--- src/rtl/agen_pkg.sv ---
package agen_pkg;

    localparam int MODE_W = 5;

    // step source, decoded from the upper two bits of the modify code
    typedef enum logic [1:0] {
        SRC_DISP = 2'd0,
        SRC_IDX0 = 2'd1,
        SRC_IDX1 = 2'd2,
        SRC_NONE = 2'd3
    } src_e;

    // operation, decoded from the lower three bits of the modify code
    typedef enum logic [2:0] {
        OP_ADD_PEEK = 3'd0,
        OP_SUB_PEEK = 3'd1,
        OP_PRE_ADD  = 3'd2,
        OP_PRE_SUB  = 3'd3,
        OP_POST_ADD = 3'd4,
        OP_POST_SUB = 3'd5,
        OP_CIRC_ADD = 3'd6,
        OP_CIRC_SUB = 3'd7
    } op_e;

endpackage

--- src/rtl/agen_step_mux.sv ---
module agen_step_mux
    import agen_pkg::*;
#(
    parameter int AW     = 32,
    parameter int DISP_W = 8
) (
    input  src_e              src,
    input  logic              unit_step,
    input  logic [DISP_W-1:0] disp,
    input  logic [AW-1:0]     idx0,
    input  logic [AW-1:0]     idx1,
    output logic [AW-1:0]     step
);
    localparam int PAD_W = AW - DISP_W;

    logic [AW-1:0] disp_ext;
    assign disp_ext = {{PAD_W{1'b0}}, disp};

    always_comb begin
        unique case (src)
            SRC_DISP: step = unit_step ? AW'(1) : disp_ext;
            SRC_IDX0: step = idx0;
            SRC_IDX1: step = idx1;
            SRC_NONE: step = '0;
            default:  step = '0;
        endcase
    end
endmodule

--- src/rtl/agen_blk_mask.sv ---
module agen_blk_mask #(
    parameter int AW = 32
) (
    input  logic          clk,
    input  logic          rst_n,
    input  logic          blk_we,
    input  logic [AW-1:0] blk_wdata,
    output logic [AW-1:0] blk_q,
    output logic [AW-1:0] mask_q
);
    // ones from bit 0 through the highest set bit of v
    function automatic logic [AW-1:0] smear(input logic [AW-1:0] v);
        logic [AW-1:0] m;
        m[AW-1] = v[AW-1];
        for (int i = AW - 2; i >= 0; i--) begin
            m[i] = m[i+1] | v[i];
        end
        return m;
    endfunction

    always_ff @(posedge clk or negedge rst_n) begin
        if (!rst_n) begin
            blk_q  <= '0;
            mask_q <= '0;
        end else if (blk_we) begin
            blk_q  <= blk_wdata;
            mask_q <= smear(blk_wdata);
        end
    end

    logic [AW:0] mask_inc;
    assign mask_inc = {1'b0, mask_q} + 1'b1;

    assert_mask_pow2_R8: assert property (@(posedge clk) disable iff (!rst_n)
        $countones(mask_inc) == 1);
    assert_mask_span_R8: assert property (@(posedge clk) disable iff (!rst_n)
        (blk_q != '0) |-> (mask_q >= blk_q) && ((mask_q >> 1) < blk_q));
    assert_mask_zero_R8: assert property (@(posedge clk) disable iff (!rst_n)
        (blk_q == '0) |-> (mask_q == '0));
endmodule

--- src/rtl/agen_modify_unit.sv ---
module agen_modify_unit
    import agen_pkg::*;
#(
    parameter int AW = 32
) (
    input  op_e           op,
    input  logic          has_src,
    input  logic [AW-1:0] ar,
    input  logic [AW-1:0] step,
    input  logic [AW-1:0] blk,
    input  logic [AW-1:0] mask,
    output logic [AW-1:0] ea,
    output logic [AW-1:0] new_val,
    output logic          upd
);
    logic [AW-1:0] plus_v, minus_v, low_v;
    logic [AW:0]   up_t, dn_t;
    logic [AW-1:0] up_wrap, dn_wrap, circ_up, circ_dn;

    assign plus_v  = ar + step;
    assign minus_v = ar - step;
    assign low_v   = ar & mask;

    assign up_t = {1'b0, low_v} + {1'b0, step};
    assign dn_t = {1'b0, low_v} - {1'b0, step};

    always_comb begin
        if (up_t >= {1'b0, blk}) up_wrap = up_t[AW-1:0] - blk;
        else                     up_wrap = up_t[AW-1:0];
        if (dn_t[AW])            dn_wrap = dn_t[AW-1:0] + blk;
        else                     dn_wrap = dn_t[AW-1:0];
    end

    assign circ_up = (ar & ~mask) | (up_wrap & mask);
    assign circ_dn = (ar & ~mask) | (dn_wrap & mask);

    always_comb begin
        ea      = ar;
        new_val = ar;
        upd     = 1'b0;
        if (has_src) begin
            unique case (op)
                OP_ADD_PEEK: ea = plus_v;
                OP_SUB_PEEK: ea = minus_v;
                OP_PRE_ADD:  begin ea = plus_v;  new_val = plus_v;  upd = 1'b1; end
                OP_PRE_SUB:  begin ea = minus_v; new_val = minus_v; upd = 1'b1; end
                OP_POST_ADD: begin new_val = plus_v;  upd = 1'b1; end
                OP_POST_SUB: begin new_val = minus_v; upd = 1'b1; end
                OP_CIRC_ADD: begin new_val = circ_up; upd = 1'b1; end
                OP_CIRC_SUB: begin new_val = circ_dn; upd = 1'b1; end
                default:     ea = ar;
            endcase
        end
    end
endmodule

--- src/rtl/agen_indirect.sv ---
module agen_indirect
    import agen_pkg::*;
#(
    parameter int AW     = 32,
    parameter int DISP_W = 8,
    parameter int RIDX_W = 3
) (
    input  logic                clk,
    input  logic                rst_n,
    input  logic                blk_we,
    input  logic [AW-1:0]       blk_wdata,
    input  logic                op_valid,
    input  logic [MODE_W-1:0]   mod_code,
    input  logic                unit_step,
    input  logic                defer,
    input  logic [RIDX_W-1:0]   ar_idx,
    input  logic [AW-1:0]       ar_val,
    input  logic [DISP_W-1:0]   disp,
    input  logic [AW-1:0]       idx0,
    input  logic [AW-1:0]       idx1,
    output logic                ea_valid,
    output logic [AW-1:0]       ea,
    output logic                wb_en,
    output logic [RIDX_W-1:0]   wb_idx,
    output logic [AW-1:0]       wb_val,
    output logic                pend_en,
    output logic [RIDX_W-1:0]   pend_idx,
    output logic [AW-1:0]       pend_val
);
    src_e          src;
    op_e           op;
    logic [AW-1:0] step, blk, mask, ea_c, new_c;
    logic          upd_c;

    // decode of the modify code
    always_comb begin
        op = op_e'(mod_code[2:0]);
        unique case (mod_code[4:3])
            2'b00:   src = SRC_DISP;
            2'b01:   src = SRC_IDX0;
            2'b10:   src = SRC_IDX1;
            2'b11:   src = SRC_NONE;
            default: src = SRC_NONE;
        endcase
    end

    agen_step_mux #(.AW(AW), .DISP_W(DISP_W)) step_i (
        .src(src), .unit_step(unit_step), .disp(disp),
        .idx0(idx0), .idx1(idx1), .step(step)
    );

    agen_blk_mask #(.AW(AW)) blk_i (
        .clk(clk), .rst_n(rst_n), .blk_we(blk_we), .blk_wdata(blk_wdata),
        .blk_q(blk), .mask_q(mask)
    );

    agen_modify_unit #(.AW(AW)) mod_i (
        .op(op), .has_src(src != SRC_NONE), .ar(ar_val), .step(step),
        .blk(blk), .mask(mask), .ea(ea_c), .new_val(new_c), .upd(upd_c)
    );

    logic              valid_q, wb_q, pend_q;
    logic [AW-1:0]     ea_q, val_q;
    logic [RIDX_W-1:0] idx_q;

    always_ff @(posedge clk or negedge rst_n) begin
        if (!rst_n) begin
            valid_q <= 1'b0;
            wb_q    <= 1'b0;
            pend_q  <= 1'b0;
            ea_q    <= '0;
            val_q   <= '0;
            idx_q   <= '0;
        end else begin
            valid_q <= op_valid;
            wb_q    <= op_valid && upd_c && !defer;
            pend_q  <= op_valid && upd_c && defer;
            if (op_valid) begin
                ea_q  <= ea_c;
                val_q <= new_c;
                idx_q <= ar_idx;
            end
        end
    end

    always_comb begin
        ea_valid = valid_q;
        ea       = ea_q;
        wb_en    = wb_q;
        wb_idx   = idx_q;
        wb_val   = val_q;
        pend_en  = pend_q;
        pend_idx = idx_q;
        pend_val = val_q;
    end

    logic is_post, is_pre, is_circ, is_circ_add;
    assign is_post     = (src != SRC_NONE) && (op == OP_POST_ADD || op == OP_POST_SUB);
    assign is_pre      = (src != SRC_NONE) && (op == OP_PRE_ADD || op == OP_PRE_SUB);
    assign is_circ     = (src != SRC_NONE) && (op == OP_CIRC_ADD || op == OP_CIRC_SUB);
    assign is_circ_add = (src != SRC_NONE) && (op == OP_CIRC_ADD);

    assert_post_ea_R4: assert property (@(posedge clk) disable iff (!rst_n)
        (op_valid && is_post) |=> (ea == $past(ar_val)));
    assert_pre_match_R3: assert property (@(posedge clk) disable iff (!rst_n)
        (op_valid && is_pre) |=> (ea == wb_val));
    assert_circ_upper_R7: assert property (@(posedge clk) disable iff (!rst_n)
        (op_valid && is_circ) |=>
            ((wb_val & ~$past(mask)) == ($past(ar_val) & ~$past(mask))) && (ea == $past(ar_val)));
    assert_circ_range_R5: assert property (@(posedge clk) disable iff (!rst_n)
        (op_valid && is_circ_add && blk != '0 && (ar_val & mask) < blk && step < blk) |=>
            ((wb_val & $past(mask)) < $past(blk)));
    assert_no_source_R9: assert property (@(posedge clk) disable iff (!rst_n)
        (op_valid && src == SRC_NONE) |=> (!wb_en && !pend_en && ea == $past(ar_val)));
    assert_defer_route_R10: assert property (@(posedge clk) disable iff (!rst_n)
        (op_valid && defer) |=> !wb_en);
    assert_one_port_R10: assert property (@(posedge clk) disable iff (!rst_n)
        $onehot0({wb_en, pend_en}));
    assert_idle_R11: assert property (@(posedge clk) disable iff (!rst_n)
        !op_valid |=> (!ea_valid && !wb_en && !pend_en));
endmodule

--- config.mk ---
export PLATFORM = sky130hd
export DESIGN_NAME = agen_indirect
export DESIGN_NICKNAME = d
export VERILOG_FILES = /design/src/rtl/agen_pkg.sv /design/src/rtl/agen_step_mux.sv /design/src/rtl/agen_blk_mask.sv /design/src/rtl/agen_modify_unit.sv /design/src/rtl/agen_indirect.sv
export SDC_FILE = /design/constraint.sdc
export NUM_CORES = 1
export LEC_CHECK = 0
export BUFFER_PORTS_ARGS = -buffer_cell sky130_fd_sc_hd__clkbuf_2
export CAP_MARGIN = 20
export CORE_MARGIN = 2
export CORE_UTILIZATION = 45
export DETAILED_ROUTE_END_ITERATION = 8
export PLACE_DENSITY = 0.68
export SYNTH_ARGS = -nofsm -noshare
export SYNTH_HDL_FRONTEND = slang
export SYNTH_SLANG_ARGS = --single-unit
--- constraint.sdc ---
create_clock -name clk -period 5.5 [get_ports clk]
set_clock_uncertainty 0.05 [all_clocks]
set_input_delay 0.275 -clock clk [delete_from_list [all_inputs] [get_ports clk]]
set_output_delay 0.275 -clock clk [all_outputs]
set_load 0.02 [all_outputs]
==> flow_metrics.py, run 1 <==
metrics = {
    "floorplan": {
        "dieHeight_um": 204,
        "io_pins": 255,
        "initial_core_util_pct": 45.5,
        "core_um2": 39600,
        "die_area_um2": 41700,
        "die_w_um": 204,
        "rows": 73,
    },
    "global_routing": {
        "grt.total_usage_pct": 38.6,
        "grt_pass1_wl_um": 122000,
        "grt_max_degree": 72,
        "grt_pass1_vias": 20300,
        "antenna_found_initial": 3,
        "overflow": 0,
    },
    "power": {
        "p_leak_nw": 11.8,
        "total_power_mw": 7.43,
        "ir_drop_uv": 217,
        "p_per_area_nw_per_um2": 296,
    },
    "yosys": {
        "synth_cells": 2469,
        "ys_types": 95,
        "yosys.area.top_type": "dfrtp_1",
        "synth_edf_count": 0,
        "synth.ff_latch_count": 133,
        "ys.flop_type": "dfrtp_1",
        "async_flop_share_pct": 100,
        "ys.warnings.count": 0,
        "yosysTopAreaCellShare_pct": 18.5,
        "synthTopCellsByArea": "dfrtp_1, ha_1, a21oi_1, nor2_1, xnor2_1",
        "syn_area_per_cell_um2": 7.30,
        "ys_seq_area_share_pct": 18.5,
        "synth_fp_nets": 2815,
        "synth_area_um2": 18000,
    },
    "setup_path": {
        "crit_type": "reg -> reg",
        "slowest_stage": "dfrtp_1",
        "cp.required_ns": 5.79,
        "setup.worst_path.end_class": "flop",
        "worst_setup_path_start_kind": "flop",
        "crit_arrival_ns": 5.88,
        "critPathMaxStageDelay_ns": 0.40,
        "critical_path.top_delay_family": "compound AO/OA/AOI/OAI gates",
        "cp_max_fo": 24,
        "crit_buf_inv": 5,
        "cp_common_cell": "buf_4",
    },
    "clocking": {
        "cts_buffer_depth": 2,
        "clock_latency_ns": 0.47,
        "clock-sinks": 133,
        "cts.clk_slew.worst_paths_ns": 0.07,
        "clock-root-buffer": "clkbuf_16",
        "numCtsBuffers": 17,
        "cts_tree": "done",
        "h-tree-depth": 4,
    },
    "timing": {
        "period_needed_ns": 5.59,
        "fin_crit_sh_pct": 102,
        "rsz0062_at_grt": "yes",
        "slew_viol_final": 0,
        "tightest_slew_ns": 1.03,
        "slew_headroom_pct": 31.4,
        "fmax_ghz": 0.179,
        "final-hold-violation-count": 0,
        "finalSetupViolCount": 9,
        "setup_slack_ns": -0.0859,
        "setup_tns_ns": -0.401,
    },
    "drt": {
        "wl_per_cell_um": 22.3,
        "final_antenna_net_count": 0,
        "firstDrtPassIters": 5,
        "vias": 22000,
        "vias_per_cell": 5.96,
        "drcViolationCount": 0,
        "drt-initial-drc-count": 2715,
        "finalWirelength_um": 82200,
    },
    "final_layout": {
        "final-seq-area_um2": 3330,
        "fill_cells": 3553,
        "stdcell_count": 3689,
        "syn_to_final_growth_pct": 39.1,
        "nets": 3495,
        "layout-drive-gt1-share_pct": 32.3,
        "final_area_um2": 25100,
        "multi_input_area_um2": 14100,
    },
    "outcome": {
        "violations": "negative setup slack",
        "status": "complete, but fails checks",
    },
    "placed_design": {
        "placed_cell_area_um2": 23200,
        "port_buffers": 254,
        "place.gp.congestion": 1.06,
        "dp_cells": 3609,
        "dp_hpwl_um": 66700,
    },
    "flow_run": {
        "cap_violations": 0,
    },
    "min_path": {
        "hold_path.class": "in -> reg",
    },
}
==> layout make-up <==
type / count / area share [%]
timing repair buffer: 832 / 23.0
tap: 525 / 2.62
clock buffer: 17 / 1.70
antenna: 2 / 0.0200
sequential: 133 / 13.3
clock inverter: 15 / 0.719
multi-input combinational: 2006 / 56.3
inverter: 159 / 2.38
==> placed cells by master (no fill, tap or decap), types with 25 or more instances in the layout <==
master and instances:
a31oi_1 44, nor3_1 51, nand2b_1 32, nor2_1 269
a211oi_1 25, nand2_1 195, o21ai_0 156, o21a_1 27
ha_1 176, buf_4 552, a22oi_1 32, o21bai_1 31
nand3_1 44, a21oi_1 224, inv_1 155, dfrtp_1 133
xnor2_1 97, o211ai_1 30, clkbuf_2 250, xor2_1 34
a21o_1 53, and2_1 35
==> sequential cells by signal, indices dropped and copies added (netlist names) <==
name / cells
blk_i.blk_q: 31
ea: 32
pend_en: 1
pend_idx: 3
wb_en: 1
pend_val: 32
ea_valid: 1
blk_i.mask_q: 32
==> cell usage after synthesis, types with 15 or more instances <==
cell	instances
nand2_1	197
nand2b_1	32
nor4_1	15
nand4_1	21
nor3_1	58
ha_1	190
o21ai_1	15
o211ai_1	30
inv_1	155
o21bai_1	31
a21o_1	53
xor2_1	34
a31oi_1	47
dfrtp_1	133
mux2_2	16
and2_1	38
clkbuf_1	108
nand3_1	46
nor2_1	280
a22oi_1	40
buf_2	15
nor2b_1	25
a211oi_1	33
buf_4	39
o21a_1	27
xnor2_1	103
o21ai_0	170
a21oi_1	239
==> worst paths after layout <==
path                                 start               end  slack (ns)  cells after the start
min                           blk_wdata[4]    blk_i.blk_q[4]        0.01                      3
max reg2reg                blk_i.mask_q[0]      pend_val[13]       -0.09                     27
min in group asynchronous            rst_n    blk_i.blk_q[0]        0.31                      2
max                        blk_i.mask_q[0]      pend_val[13]       -0.09                     27
min reg2reg                          ea[2]             ea[2]        0.46                      1
max in group asynchronous            rst_n  blk_i.mask_q[31]        4.06                      3
==> per-layer routing <==
metal	track usage, %	share of wire [%]	vias up
met5	0	0	-
met4	9.27	2.3	0
met3	6.98	9.8	105
met2	55.8	41	1128
met1	58.6	47	10500
li1	-	-	10200
==> report_power, final <==
part	leakage (nW)	total [mW]	internal, mW	switching (mW)
registers	1.47	1.20	1.09	0.111
logic	10.0	4.98	2.21	2.77
clock network	0.290	1.25	0.716	0.537
total	11.8	7.43	4.01	3.42
==> kinds of logic after synthesis <==
family,Yosys count,share of synthesized area (%)
compound gates,864,31.3
simple gates,785,20.5
buf+inv,330,7.79
fa+ha+maj,196,13.9
xor+xnor,137,6.66
flops,133,18.5
mux,24,1.45
==> through the flow <==
stage,setup slack [ns],utilization (%),hold slack (ns)
after floorplan,-0.00420,-,-0.0706
after detailed placement,-1.66,58.6,0.241
after CTS,-0.112,62.0,0.00343
final,-0.0859,63.2,0.00963
after global routing,-0.196,63.2,0.0190
after global placement,-1.60,58.6,0.241
==> timing repair <==
item / CTS / global route
setup endpoints to repair: 32 / 32
pin swaps: 36 / 47
hold buffers: 18 / 0
setup buffers: 15 / 18
endpoints found under the hold margin: 69 / 0
gates resized for setup: 90 / 75
==> worst register-to-register path, stage by stage (launching register included) <==
cell	delay, ns
dfrtp_1	0.40
nand2_2	0.07
inv_1	0.07
ha_4	0.18
fa_2	0.35
a211oi_2	0.25
nor2_2	0.09
o22ai_4	0.15
a2111oi_4	0.09
buf_4	0.17
a21oi_4	0.14
a21oi_2	0.09
buf_4	0.15
a2111o_1	0.38
nand2_2	0.08
xnor2_2	0.10
ha_1	0.32
nand4_1	0.24
nor4_4	0.31
nand4_1	0.27
nor3_4	0.31
nor4_2	0.08
o211a_1	0.17
buf_12	0.17
buf_4	0.16
a211o_1	0.30
a41oi_2	0.23
a21oi_1	0.11
Power figures use the tool's default switching activity.
==> run 2: changes to the inputs <==
CORE_MARGIN = unset   (was 2)
TNS_END_PERCENT = 10   (was unset)
==> flow_metrics.py, run 2 (synthesis results as in run 1) <==
metrics = {
    "power": {
        "p_leak_nw": 11.7,
        "p_per_area_nw_per_um2": 298,
        "ir_drop_uv": 273,
    },
    "timing": {
        "slew_headroom_pct": 26.3,
        "tightest_slew_ns": 1.10,
        "period_needed_ns": 5.62,
        "final-hold-violation-count": 0,
        "rsz0062_at_grt": "yes",
        "finalSetupViolCount": 12,
        "fmax_ghz": 0.178,
        "fin_crit_sh_pct": 102,
        "setup_slack_ns": -0.125,
        "setup_tns_ns": -0.742,
        "slew_viol_final": 0,
    },
    "setup_path": {
        "slowest_stage": "or4_4",
        "worst_setup_path_start_kind": "input port",
        "critPathMaxStageDelay_ns": 0.52,
        "crit_arrival_ns": 5.95,
        "cp_max_fo": 12,
        "cp.required_ns": 5.83,
        "crit_type": "in -> reg",
        "reg2reg_slack_ns": -0.12,
        "setup.worst_path.end_class": "flop",
    },
    "global_routing": {
        "grt_max_degree": 81,
        "overflow": 0,
        "grt_pass1_vias": 20300,
        "antenna_found_initial": 0,
        "grt_pass1_wl_um": 121000,
        "grt.total_usage_pct": 39.4,
    },
    "drt": {
        "finalWirelength_um": 82700,
        "vias": 22000,
        "firstDrtPassIters": 6,
        "final_antenna_net_count": 0,
        "drt-initial-drc-count": 2622,
        "wl_per_cell_um": 22.6,
        "drcViolationCount": 0,
        "vias_per_cell": 6.00,
    },
    "final_layout": {
        "layout_common_cells": "buf_4, nor2_1, clkbuf_2",
        "fill_cells": 3510,
        "syn_to_final_growth_pct": 38.8,
        "final_common_cell": "buf_4",
        "layout-drive-gt1-share_pct": 31.3,
        "nets": 3473,
    },
    "placed_design": {
        "dp_hpwl_um": 66600,
        "port_buffers": 254,
        "dpl_worst_slack_ns": -1.45,
        "place.gp.congestion": 1.06,
    },
    "clocking": {
        "h-tree-depth": 4,
        "clock-sinks": 133,
        "cts.clk_slew.worst_paths_ns": 0.07,
        "cts_buffer_depth": 2,
        "cts_tree": "done",
        "numCtsBuffers": 17,
        "clock-root-buffer": "clkbuf_16",
        "clock_latency_ns": 0.50,
    },
    "min_path": {
        "hold_path.class": "in -> reg",
    },
    "floorplan": {
        "core_um2": 39100,
        "io_pins": 255,
        "initial_core_util_pct": 46.1,
        "rows": 72,
        "dieHeight_um": 202,
        "die_area_um2": 40800,
        "die_w_um": 202,
    },
    "outcome": {
        "status": "complete, but fails checks",
        "violations": "negative setup slack",
    },
    "flow_run": {
        "cap_violations": 0,
    },
}
[run 2: metrics by stage]
stage | cell area (um^2) | util (%) | total power, mW | cells | hold WS, ns
3_5_place_dp | 22900 | 58.6 | 5.67 | 3557 | 0.214
6_report | 25000 | 64.0 | 7.45 | 3662 | 0.0340
4_1_cts | 24200 | 62.0 | 7.10 | 3639 | 0.00588
3_3_place_gp | 22900 | 58.6 | 5.62 | 3557 | 0.214
5_1_grt | 25000 | 64.0 | 7.82 | 3658 | 0.0348
2_1_floorplan | 18100 | - | 3.81 | 2469 | -0.0706
[run 2: area by class of cell]
type	instances	area, um^2	area share [%]
antenna	4	10.0	0.0400
clock buffer	20	467	1.87
clock inverter	12	153	0.610
inverter	159	597	2.39
multi-input combinational	2006	14200	56.7
sequential	133	3330	13.3
tap	518	648	2.59
timing repair buffer	810	5630	22.5
[run 2: routing by layer]
metal | part of all wire, % | track usage (%) | up-vias
met1 | 45 | 57.9 | 10400
met5 | 0 | 0 | -
met3 | 12 | 10.3 | 142
met2 | 40 | 55.8 | 1193
met4 | 2.9 | 11.7 | 0
li1 | - | - | 10200
[run 2: final timing paths]
kind | cells after the start | end | startpoint
min in group asynchronous | 2 | blk_i.blk_q[0] | rst_n
min | 3 | blk_i.blk_q[3] | blk_wdata[3]
min reg2reg | 1 | ea[2] | ea[2]
max reg2reg | 25 | pend_val[2] | blk_i.mask_q[10]
max | 29 | pend_val[2] | mod_code[4]
max in group asynchronous | 3 | blk_i.mask_q[25] | rst_n
[run 2: report_power, final]
| part | internal, mW | total [mW] | switching, mW |
|---|---|---|---|
| logic | 2.21 | 4.99 | 2.78 |
| registers | 1.09 | 1.20 | 0.108 |
| clock network | 0.745 | 1.26 | 0.519 |
| total | 4.04 | 7.45 | 3.41 |
[run 2: repair_timing]
action,4_1_cts,5_1_grt
resized for setup,57,115
setup endpoints to repair,32,32
pin swaps,51,69
hold buffers,35,0
buffers inserted,16,21
endpoints found under the hold margin,86,0
[run 2: worst max-delay path, delay by kind of cell]
kind / cells / cell delay [ns]
AND/OR/NAND/NOR: 9 / 2.13
buffers and inverters: 7 / 0.97
adder cells (fa/ha/maj): 2 / 0.58
XOR/XNOR: 1 / 0.19
AO/OA/AOI/OAI: 9 / 1.60
multiplexers: 1 / 0.19
